### config.mk
export PLATFORM = sky130hd
export DESIGN_NAME = dacctl_top
export DESIGN_NICKNAME = d
export VERILOG_FILES = /design/src/rtl/dacctl_pkg.sv /design/src/rtl/dacctl_bus.sv /design/src/rtl/dacctl_cmd.sv /design/src/rtl/dacctl_regs.sv /design/src/rtl/dacctl_top.sv
export SDC_FILE = /design/constraint.sdc
export NUM_CORES = 1
export LEC_CHECK = 0
export CAP_MARGIN = 20
export CORE_MARGIN = 10
export CORE_UTILIZATION = 51
export DETAILED_ROUTE_END_ITERATION = 12
export PLACE_DENSITY_LB_ADDON = 0.05
export SLEW_MARGIN = 20
export SYNTH_ARGS = -nofsm -noshare
export SYNTH_HDL_FRONTEND = slang
export SYNTH_HIERARCHICAL = 1
export SYNTH_SLANG_ARGS = --single-unit
### constraint.sdc
create_clock -name clk -period 3 [get_ports clk]
set_clock_uncertainty 0.15 [all_clocks]
set_input_delay 0.45 -clock clk [delete_from_list [all_inputs] [get_ports clk]]
set_output_delay 0.45 -clock clk [all_outputs]
set_load 0.03 [all_outputs]
### src/rtl/dacctl_pkg.sv
package dacctl_pkg;

    localparam int DAC_W  = 10;
    localparam int NCH    = 2;
    localparam int ID_W   = 4;
    localparam int PIN_W  = 3;
    localparam int HI_W   = DAC_W - 8;

    typedef enum logic [3:0] {
        OP_WR_VOL = 4'd0,
        OP_WR_NV  = 4'd1,
        OP_ZERO   = 4'd2,
        OP_FULL   = 4'd3,
        OP_MID    = 4'd4,
        OP_RECALL = 4'd5,
        OP_PDOWN  = 4'd6,
        OP_CFG    = 4'd7
    } opcode_e;

    typedef enum logic [2:0] {
        ACT_LOAD,
        ACT_RECALL,
        ACT_PDOWN,
        ACT_NVWR,
        ACT_CFG
    } act_e;

    typedef struct packed {
        logic             vld;
        act_e             kind;
        logic [NCH-1:0]   tgt;
        logic [DAC_W-1:0] val;
    } act_t;

    typedef enum logic [1:0] {
        BUS_IDLE,
        BUS_ADDR,
        BUS_WRITE,
        BUS_READ
    } bus_st_e;

    typedef enum logic [1:0] {
        PH_CMD,
        PH_DATA,
        PH_DONE
    } phase_e;

    function automatic logic [DAC_W-1:0] preset_code(input opcode_e op);
        case (op)
            OP_FULL: preset_code = '1;
            OP_MID:  preset_code = DAC_W'(1) << (DAC_W - 1);
            default: preset_code = '0;
        endcase
    endfunction

endpackage

### src/rtl/dacctl_bus.sv
module dacctl_bus
    import dacctl_pkg::*;
#(
    parameter int SYNC_STAGES = 2
) (
    input  logic             clk,
    input  logic             rst,
    input  logic             scl_i,
    input  logic             sda_i,
    input  logic [PIN_W-1:0] pin_addr_i,
    input  logic [ID_W-1:0]  dev_id_i,
    input  logic [7:0]       tx_byte_i,
    output logic             sda_pull_o,
    output logic             start_o,
    output logic             stop_o,
    output logic             byte_vld_o,
    output logic [7:0]       byte_o
);

    logic [SYNC_STAGES-1:0] scl_sync, sda_sync;
    logic scl_s, sda_s, scl_p, sda_p;
    logic scl_rise, scl_fall, start_det, stop_det;
    logic [7:0] in_byte;
    logic addr_hit;

    bus_st_e    st_q;
    logic [3:0] cnt_q;
    logic [7:0] sh_q, tx_q;
    logic       oe_q, hit_q, rw_q, mack_q;

    always_ff @(posedge clk) begin
        if (rst) begin
            scl_sync <= '1;
            sda_sync <= '1;
            scl_p    <= 1'b1;
            sda_p    <= 1'b1;
        end else begin
            scl_sync <= {scl_sync[SYNC_STAGES-2:0], scl_i};
            sda_sync <= {sda_sync[SYNC_STAGES-2:0], sda_i};
            scl_p    <= scl_s;
            sda_p    <= sda_s;
        end
    end

    always_comb begin
        scl_s     = scl_sync[SYNC_STAGES-1];
        sda_s     = sda_sync[SYNC_STAGES-1];
        scl_rise  = scl_s & ~scl_p;
        scl_fall  = ~scl_s & scl_p;
        start_det = scl_s & scl_p & sda_p & ~sda_s;
        stop_det  = scl_s & scl_p & ~sda_p & sda_s;
        in_byte   = {sh_q[6:0], sda_s};
        addr_hit  = (in_byte[7:4] == dev_id_i) && (in_byte[3:1] == pin_addr_i);
    end

    always_ff @(posedge clk) begin
        if (rst) begin
            st_q       <= BUS_IDLE;
            cnt_q      <= '0;
            sh_q       <= '0;
            tx_q       <= '0;
            oe_q       <= 1'b0;
            hit_q      <= 1'b0;
            rw_q       <= 1'b0;
            mack_q     <= 1'b0;
            byte_vld_o <= 1'b0;
            byte_o     <= '0;
        end else begin
            byte_vld_o <= 1'b0;
            if (start_det) begin
                st_q  <= BUS_ADDR;
                cnt_q <= '0;
                oe_q  <= 1'b0;
            end else if (stop_det) begin
                st_q  <= BUS_IDLE;
                cnt_q <= '0;
                oe_q  <= 1'b0;
            end else if (scl_rise) begin
                case (st_q)
                    BUS_ADDR, BUS_WRITE: begin
                        if (cnt_q < 4'd8) begin
                            sh_q  <= in_byte;
                            cnt_q <= cnt_q + 4'd1;
                            if (cnt_q == 4'd7) begin
                                if (st_q == BUS_ADDR) begin
                                    hit_q <= addr_hit;
                                    rw_q  <= in_byte[0];
                                end else begin
                                    byte_vld_o <= 1'b1;
                                    byte_o     <= in_byte;
                                end
                            end
                        end else if (cnt_q == 4'd8) begin
                            cnt_q <= 4'd9;
                        end
                    end
                    BUS_READ: begin
                        if (cnt_q == 4'd8) mack_q <= ~sda_s;
                        if (cnt_q != 4'd9) cnt_q <= cnt_q + 4'd1;
                    end
                    default: ;
                endcase
            end else if (scl_fall) begin
                case (st_q)
                    BUS_ADDR: begin
                        if (cnt_q == 4'd8) begin
                            if (hit_q) oe_q <= 1'b1;
                            else       st_q <= BUS_IDLE;
                        end else if (cnt_q == 4'd9) begin
                            cnt_q <= '0;
                            if (rw_q) begin
                                st_q <= BUS_READ;
                                tx_q <= tx_byte_i;
                                oe_q <= ~tx_byte_i[7];
                            end else begin
                                st_q <= BUS_WRITE;
                                oe_q <= 1'b0;
                            end
                        end
                    end
                    BUS_WRITE: begin
                        if (cnt_q == 4'd8) oe_q <= 1'b1;
                        else if (cnt_q == 4'd9) begin
                            oe_q  <= 1'b0;
                            cnt_q <= '0;
                        end
                    end
                    BUS_READ: begin
                        if (cnt_q < 4'd8) oe_q <= ~tx_q[3'd7 - cnt_q[2:0]];
                        else if (cnt_q == 4'd8) oe_q <= 1'b0;
                        else if (mack_q) begin
                            cnt_q <= '0;
                            tx_q  <= tx_byte_i;
                            oe_q  <= ~tx_byte_i[7];
                        end else begin
                            st_q <= BUS_IDLE;
                            oe_q <= 1'b0;
                        end
                    end
                    default: ;
                endcase
            end
        end
    end

    assign sda_pull_o = oe_q;
    assign start_o    = start_det;
    assign stop_o     = stop_det;

    AST_PULL_MOVES_SCL_LOW: assert property (@(posedge clk) disable iff (rst)
        !$stable(oe_q) |-> (!$past(scl_s) || $past(start_det || stop_det)));

    AST_BYTE_ONLY_AFTER_RISE: assert property (@(posedge clk) disable iff (rst)
        byte_vld_o |-> $past(scl_rise));

endmodule

### src/rtl/dacctl_cmd.sv
module dacctl_cmd
    import dacctl_pkg::*;
(
    input  logic       clk,
    input  logic       rst,
    input  logic       start_i,
    input  logic       stop_i,
    input  logic       byte_vld_i,
    input  logic [7:0] byte_i,
    output act_t       act_o
);

    phase_e           phase_q;
    logic [7:0]       cmd_q;
    act_t             pend_q, act_q;
    opcode_e          op_now, op_held;
    logic [DAC_W-1:0] data_val;

    always_comb begin
        op_now   = opcode_e'(byte_i[7:4]);
        op_held  = opcode_e'(cmd_q[7:4]);
        data_val = {cmd_q[3:2], byte_i};
    end

    always_ff @(posedge clk) begin
        if (rst) begin
            phase_q <= PH_DONE;
            cmd_q   <= '0;
            pend_q  <= '0;
            act_q   <= '0;
        end else begin
            act_q <= '0;
            if (start_i) begin
                phase_q <= PH_CMD;
                pend_q  <= '0;
            end else if (stop_i) begin
                if (pend_q.vld) act_q <= pend_q;
                pend_q  <= '0;
                phase_q <= PH_DONE;
            end else if (byte_vld_i) begin
                case (phase_q)
                    PH_CMD: begin
                        cmd_q   <= byte_i;
                        phase_q <= PH_DONE;
                        if (op_now == OP_CFG) begin
                            phase_q <= PH_DATA;
                        end else if (byte_i[1:0] != 2'b00) begin
                            case (op_now)
                                OP_WR_VOL, OP_WR_NV: phase_q <= PH_DATA;
                                OP_ZERO, OP_FULL, OP_MID:
                                    act_q <= '{vld: 1'b1, kind: ACT_LOAD,
                                               tgt: byte_i[1:0], val: preset_code(op_now)};
                                OP_RECALL:
                                    act_q <= '{vld: 1'b1, kind: ACT_RECALL,
                                               tgt: byte_i[1:0], val: '0};
                                OP_PDOWN:
                                    act_q <= '{vld: 1'b1, kind: ACT_PDOWN,
                                               tgt: byte_i[1:0], val: '0};
                                default: ;
                            endcase
                        end
                    end
                    PH_DATA: begin
                        phase_q <= PH_DONE;
                        case (op_held)
                            OP_WR_VOL:
                                act_q <= '{vld: 1'b1, kind: ACT_LOAD,
                                           tgt: cmd_q[1:0], val: data_val};
                            OP_WR_NV:
                                pend_q <= '{vld: 1'b1, kind: ACT_NVWR,
                                            tgt: cmd_q[1:0], val: data_val};
                            OP_CFG:
                                pend_q <= '{vld: 1'b1, kind: ACT_CFG,
                                            tgt: '1, val: {{(DAC_W-ID_W){1'b0}}, byte_i[ID_W-1:0]}};
                            default: ;
                        endcase
                    end
                    default: ;
                endcase
            end
        end
    end

    assign act_o = act_q;

    AST_RETAINED_ON_STOP: assert property (@(posedge clk) disable iff (rst)
        (act_q.vld && (act_q.kind == ACT_NVWR || act_q.kind == ACT_CFG)) |-> $past(stop_i));

    AST_NO_EMPTY_TARGET: assert property (@(posedge clk) disable iff (rst)
        act_q.vld |-> (act_q.tgt != '0));

    AST_LOAD_FOLLOWS_BYTE: assert property (@(posedge clk) disable iff (rst)
        (act_q.vld && (act_q.kind == ACT_LOAD || act_q.kind == ACT_RECALL ||
                       act_q.kind == ACT_PDOWN)) |-> $past(byte_vld_i));

endmodule

### src/rtl/dacctl_regs.sv
module dacctl_regs
    import dacctl_pkg::*;
#(
    parameter logic [DAC_W-1:0] NV_INIT_A = 10'h155,
    parameter logic [DAC_W-1:0] NV_INIT_B = 10'h2AA,
    parameter logic [ID_W-1:0]  ID_INIT   = 4'b0101
) (
    input  logic                      clk,
    input  logic                      rst,
    input  act_t                      act_i,
    output logic [NCH-1:0][DAC_W-1:0] code_o,
    output logic [NCH-1:0]            pd_o,
    output logic [ID_W-1:0]           dev_id_o
);

    localparam logic [NCH-1:0][DAC_W-1:0] NV_INIT = {NV_INIT_B, NV_INIT_A};

    logic                      boot_q;
    logic [NCH-1:0][DAC_W-1:0] vol_q, nv_q;
    logic [NCH-1:0]            pd_q;
    logic [ID_W-1:0]           id_q;

    always_ff @(posedge clk) begin
        if (rst) boot_q <= 1'b1;
        else     boot_q <= 1'b0;
    end

    always_ff @(posedge clk) begin
        if (rst) id_q <= ID_INIT;
        else if (act_i.vld && act_i.kind == ACT_CFG) id_q <= act_i.val[ID_W-1:0];
    end

    for (genvar ch = 0; ch < NCH; ch++) begin : g_chan
        always_ff @(posedge clk) begin
            if (rst) begin
                nv_q[ch]  <= NV_INIT[ch];
                vol_q[ch] <= '0;
                pd_q[ch]  <= 1'b0;
            end else if (boot_q) begin
                vol_q[ch] <= nv_q[ch];
            end else if (act_i.vld && act_i.tgt[ch]) begin
                case (act_i.kind)
                    ACT_LOAD: begin
                        vol_q[ch] <= act_i.val;
                        pd_q[ch]  <= 1'b0;
                    end
                    ACT_RECALL: begin
                        vol_q[ch] <= nv_q[ch];
                        pd_q[ch]  <= 1'b0;
                    end
                    ACT_PDOWN: pd_q[ch]  <= 1'b1;
                    ACT_NVWR:  nv_q[ch]  <= act_i.val;
                    default: ;
                endcase
            end
        end

        AST_PD_SET_BY_CMD: assert property (@(posedge clk) disable iff (rst)
            $rose(pd_q[ch]) |-> $past(act_i.vld && act_i.kind == ACT_PDOWN && act_i.tgt[ch]));

        AST_BOOT_COPIES_RETAINED: assert property (@(posedge clk) disable iff (rst)
            boot_q |=> (vol_q[ch] == nv_q[ch]));
    end

    assign code_o   = vol_q;
    assign pd_o     = pd_q;
    assign dev_id_o = id_q;

endmodule

### src/rtl/dacctl_top.sv
module dacctl_top
    import dacctl_pkg::*;
#(
    parameter logic [DAC_W-1:0] NV_INIT_A   = 10'h155,
    parameter logic [DAC_W-1:0] NV_INIT_B   = 10'h2AA,
    parameter logic [ID_W-1:0]  ID_INIT     = 4'b0101,
    parameter int               SYNC_STAGES = 2
) (
    input  logic             clk,
    input  logic             rst,
    input  logic             scl_i,
    input  logic             sda_i,
    input  logic [PIN_W-1:0] pin_addr_i,
    output logic             sda_pull_o,
    output logic [DAC_W-1:0] code_a_o,
    output logic [DAC_W-1:0] code_b_o,
    output logic             pd_a_o,
    output logic             pd_b_o
);

    logic                      start_w, stop_w, byte_vld_w;
    logic [7:0]                byte_w, tx_w;
    logic [ID_W-1:0]           dev_id_w;
    act_t                      act_w;
    logic [NCH-1:0][DAC_W-1:0] code_w;
    logic [NCH-1:0]            pd_w;

    assign tx_w = {dev_id_w, 2'b00, pd_w[1], pd_w[0]};

    dacctl_bus #(.SYNC_STAGES(SYNC_STAGES)) u_bus (
        .clk        (clk),
        .rst        (rst),
        .scl_i      (scl_i),
        .sda_i      (sda_i),
        .pin_addr_i (pin_addr_i),
        .dev_id_i   (dev_id_w),
        .tx_byte_i  (tx_w),
        .sda_pull_o (sda_pull_o),
        .start_o    (start_w),
        .stop_o     (stop_w),
        .byte_vld_o (byte_vld_w),
        .byte_o     (byte_w)
    );

    dacctl_cmd u_cmd (
        .clk        (clk),
        .rst        (rst),
        .start_i    (start_w),
        .stop_i     (stop_w),
        .byte_vld_i (byte_vld_w),
        .byte_i     (byte_w),
        .act_o      (act_w)
    );

    dacctl_regs #(
        .NV_INIT_A (NV_INIT_A),
        .NV_INIT_B (NV_INIT_B),
        .ID_INIT   (ID_INIT)
    ) u_regs (
        .clk      (clk),
        .rst      (rst),
        .act_i    (act_w),
        .code_o   (code_w),
        .pd_o     (pd_w),
        .dev_id_o (dev_id_w)
    );

    assign code_a_o = code_w[0];
    assign code_b_o = code_w[1];
    assign pd_a_o   = pd_w[0];
    assign pd_b_o   = pd_w[1];

endmodule

# Word level (Yosys, flattened, before mapping)
# Cells that the tools add are included.
# totals
output_inout_bits,23
elab_cells,225
regBits,129
inputBits,7
# op_classes
eq_ne,49
reduce_logical,48
bitwise_logic,21
addsub,2
n_mux,69
order_cmp,2
# op_table
operator,n
16-bit two-way mux,6
16-bit case mux with 2 select lines,2
10-bit case mux with 2 select lines,3
8-bit two-way mux,6
16-bit case mux with 3 select lines,1
10-bit two-way mux,4
4-bit two-way mux,10
"4-bit by 3-bit equality test with 1-bit output, second input constant",6
2-bit two-way mux,12
"4-bit inequality test, second input constant",5
"3-bit inequality test, second input constant",6
1-bit two-way mux,17
4-bit case mux with 2 select lines,2
8-bit case mux with 2 select lines,1
8-bit AND reduction,2
2-bit nonzero test,8
3-bit AND reduction,5
1-bit NOT,14
7-bit AND reduction,2
"3-bit by 2-bit inequality test with 1-bit output, second input constant",4
3-bit nonzero test,4
11-bit AND reduction,1
"2-bit inequality test, second input constant",5
"5-bit inequality test, second input constant",2
34 further kinds,63

# Longest topological paths before layout
# logic_depth
ltp_word,9
mapped_depth,8

# Modules after synthesis
# The synthesis kept the hierarchy.
# modules_own_cells
mod,cells_per_inst,instances,area_per_inst_um2,seq_area_each_um2
dacctl_bus,237,1,2232.1,800.8
dacctl_regs,223,1,2048.2,940.9
dacctl_cmd,144,1,1549.0,820.8
dacctl_top,1,1,3.8,0.0

# Least setup slack after synthesis
# Ideal clock, no wire load.
# synth_path
path_type,reg-to-reg
start,register u_bus.scl_sync[1]
end,"register u_cmd.act_q, in the netlist u_cmd/act_o[0]"
path_stages_with_launch,9
path_slack_ps,520
t_arrival_ps,2270
period_less_slack_ps,2480
t_required_ps,2790
path_buffers,2
path_cell_list,dfxtp_1 > ha_1 > clkbuf_1 > and3b_1 > or3_4 > or4_4 > buf_6 > nor2_8 > a221o_1
# synth_via
elab_chain_len,4
word_cells_on_any_way,7
cone_classes,mux (1); bitwise (5); reduce/logical (1)
# synth_lines
element,line_no,text
"start, declared",dacctl_bus.sv:20,"logic [SYNC_STAGES-1:0] scl_sync, sda_sync;"
"start signal, assigned",dacctl_bus.sv:38,"scl_sync <= {scl_sync[SYNC_STAGES-2:0], scl_i};"
1-bit bitwise AND (3 in series),dacctl_bus.sv:51,stop_det = scl_s & scl_p & ~sda_p & sda_s;
net stop_w,dacctl_top.sv:21,"logic start_w, stop_w, byte_vld_w;"
16-bit two-way mux,dacctl_cmd.sv:36,end else if (stop_i) begin
"end signal, assigned",dacctl_cmd.sv:37,if (pend_q.vld) act_q <= pend_q;
"end signal, assigned",dacctl_cmd.sv:51,"act_q <= '{vld: 1'b1, kind: ACT_LOAD,"
"end signal, assigned",dacctl_cmd.sv:54,"act_q <= '{vld: 1'b1, kind: ACT_RECALL,"
"end, declared",dacctl_cmd.sv:15,"act_t pend_q, act_q;"
# The timed path passes the listed nets, and every way through them passes these cells.
# A chain may end at the register's enable or synchronous reset.

# Worst setup path in the final report
# layout_path
start,register u_bus.scl_sync[1]
end,"register u_cmd.act_q, in the netlist u_cmd/act_o[1]"
# The elaborated chain is that of the path after synthesis.

==> flow_metrics.tcl <==
set metrics [dict create \
    cts_setup_buffers 0 \
    clk_pin_slew_ns 0.06 \
    slowest_delay_ns 0.61 \
    firstDrtPassIters 5 \
    fin_setup_tns_ns 0 \
    initial_core_util_pct 52.9 \
    grt_pass1_wl_um 21600 \
    synthXorXnorAreaFrac_pct 1.35 \
    syn_area_um2 5830 \
    p_leak_nw 2.42 \
    rsz0062_at_grt "false" \
    min_path_cells 1 \
    multiInputGateArea_um2 3040 \
    worstPathCellList "ha_1, and3b_1, or3_4, or4_4, nor2_8, a221o_1" \
    htree_levels 4 \
    ys_ff_latch 128 \
    holdCritPathClass "flop to flop" \
    grt_usage_pct 16.2 \
    drc_errors 0 \
    core_area_um2 11000 \
    endpoint_kind "flop" \
    worstSetupPathType "flop to flop" \
    worst_hold_path.endpoint "u_bus/scl_sync[1]" \
    via_per_inst 5.78 \
    dpl.hpwl_um 9070 \
    first_global_vias 4235 \
    required_ns 3.20 \
    regArea_um2 2560 \
    max-cap-violations 0 \
    tightest_slew_ns 0.766 \
    fill_cells 963 \
    synthMuxAreaShare_pct 11.8 \
    reg2reg_from "u_bus/scl_sync[1]" \
    cts.repair.resized 0 \
    yosys.area_share.simple_pct 21.9 \
    seq_area_frac_synth_pct 43.9 \
    r2r_cells 6 \
    synth-async-reset-ratio_pct 0 \
    port_buffers 29 \
    yosysWarnings 6 \
    stdcell_count 772 \
    insertion_delay_ns 0.41 \
    io_pins 30 \
    cts_hold_buf 0 \
    diodes 0 \
    layout.cells.most_common "dfxtp_1" \
    synth_area_per_cell_um2 9.64 \
    crit_arrival_ns 2.83 \
    setup_viol 0 \
    antenna_found_initial 0 \
    synth-compound-area-share_pct 14.3 \
    routed_wl_um 13100 \
    die_w_um 127 \
    cts_root_buffer "clkbuf_16" \
    layout-drive-gt1-share_pct 12.2 \
    status "complete, no violations" \
    die_height_um 127 \
    synth-main-ff-cell "dfxtp_1" \
    dr.first_iter.drc_count 389 \
    cts_tree "yes" \
    clockBufferDepth 2 \
    area_growth_pct 16.1 \
    slew_viol_final 0 \
    die_area_um2 16100 \
    fin_crit_ns 2.63 \
    fin_crit_sh_pct 87.6 \
    cellPowerDensity_nw_per_um2 581 \
    ir_drop_mv 0.420 \
    final-hold-violation-count 0 \
    relSlewSlack_pct 48.9 \
    synth_top_family_by_area "simple AND/OR/NAND/NOR gates" \
    cp-start-kind "flop" \
    grt_max_degree 68 \
    cts.sink_count 128 \
    rows 38 \
    cp_max_fo 13 \
    final_net_count 638 \
    postRouteAntennaNets 0 \
    overflow 0 \
    layout_common_cells "dfxtp_1 (128), nor2_1 (66), mux2i_1 (64), nand2_1 (37), clkdlybuf4s50_1 (28)" \
    synth_cell_types 74 \
    min_from "u_bus/scl_sync[0]" \
    detail_route.wl_per_cell_um 17.0 \
    synthCells 605 \
    place_congestion 0.887 \
    rr_endpoint "u_cmd/act_o[1]" \
    cts_buffers 17 \
    synth-adder-area-share_pct 2.57 \
    dpl.cell_count 740 \
    reg2reg_slack_ns 0.37 \
    route.vias.total 4460 \
    synth_edf_count 0 \
    critPathSlowestCell "or4_4" \
    max_freq_ghz 0.381 \
]
==> metal layers <==
metal	vias up	routed length, µm	GRT usage [%]
li1	2218	-	-
met1	2125	6410	21.2
met2	110	5860	24.7
met3	7	751	5.29
met4	0	93	5.02
met5	-	0	0
==> cell type report <==
type	instances	area share (%)
sequential	128	37.8
multi-input combinational	421	44.9
clock inverter	15	2.38
inverter	12	0.665
tap	140	2.59
timing repair buffer	39	5.32
clock buffer	17	6.28
==> registers in the layout, indices dropped and copies added, names as in the netlist, 2 cells and up <==
name / count
u_bus/st_q: 2
u_regs/dev_id_o: 4
u_bus/sda_sync: 2
u_bus/cnt_q: 4
u_bus/tx_q: 8
u_cmd/pend_q: 15
u_cmd/cmd_q: 8
u_bus/sh_q: 7
u_bus/byte_o: 8
u_regs/code_o: 20
u_cmd/act_o: 16
u_bus/scl_sync: 2
u_cmd/phase_q: 2
u_regs/nv_q: 20
u_regs/pd_o: 2
==> power by group <==
group	internal, mW	switching [mW]
logic	0.0756	0.115
registers	1.72	0.0172
clock network	1.23	0.773
==> cell usage after synthesis, types with 7 or more instances <==
cell	count	area share [%]
dfxtp_1	128	44
mux2i_1	64	11
nand3b_1	15	1.9
nand2b_1	22	2.4
nand2_1	37	2.4
clkbuf_1	28	1.8
nor3_1	24	2.1
a221o_1	10	1.7
buf_2	13	1.1
xor2_1	8	1.2
inv_1	12	0.77
a311oi_1	21	3.2
nor2_1	66	4.2
ha_1	12	2.6
or2_2	7	0.75
a22o_1	8	1.2
o21ai_0	25	2.1
==> worst max-delay path: cells and delay by family (launching register included) <==
kind	cells	cell delay [ns]
adder cells (fa/ha/maj)	1	0.35
AO/OA/AOI/OAI	1	0.14
flip-flops	1	0.35
AND/OR/NAND/NOR	4	1.58
==> cells by family after synthesis <==
kind of cell,count (synthesis)
multiplexers,66
flip-flops,128
other,1
XOR/XNOR,9
buffers and inverters,57
AO/OA/AOI/OAI,106
AND/OR/NAND/NOR,226
adder cells (fa/ha/maj),12
==> through the flow <==
| stage | hold WS, ns | power (mW) | cell area (µm²) | setup WS [ns] | util, % |
|---|---|---|---|---|---|
| 2_1_floorplan | 0.239 | 1.90 | 5840 | 0.520 | - |
| 3_3_place_gp | 0.244 | 1.96 | 6180 | 0.487 | 56.1 |
| 3_5_place_dp | 0.248 | 1.97 | 6180 | 0.392 | 56.1 |
| 4_1_cts | 0.257 | 3.97 | 6770 | 0.378 | 61.4 |
| 5_1_grt | 0.269 | 4.07 | 6770 | 0.279 | 61.4 |
| 6_report | 0.256 | 3.93 | 6770 | 0.373 | 61.4 |
==> worst max-delay path by stage <==
| stage | startpoint | end | cells after the start |
|---|---|---|---|
| 5_1_grt | u_bus/scl_sync[1] | u_cmd/act_o[2] | 6 |
| 4_1_cts | u_bus/scl_sync[1] | u_cmd/act_o[1] | 6 |
| 2_1_floorplan | u_bus/scl_sync[1] | u_cmd/act_o[0] | 8 |
| 6_report | u_bus/scl_sync[1] | u_cmd/act_o[1] | 6 |
| 3_5_place_dp | u_bus/scl_sync[1] | u_cmd/act_o[1] | 6 |
| 3_3_place_gp | u_bus/scl_sync[1] | u_cmd/act_o[0] | 6 |
(Power assumes the default switching activity.)
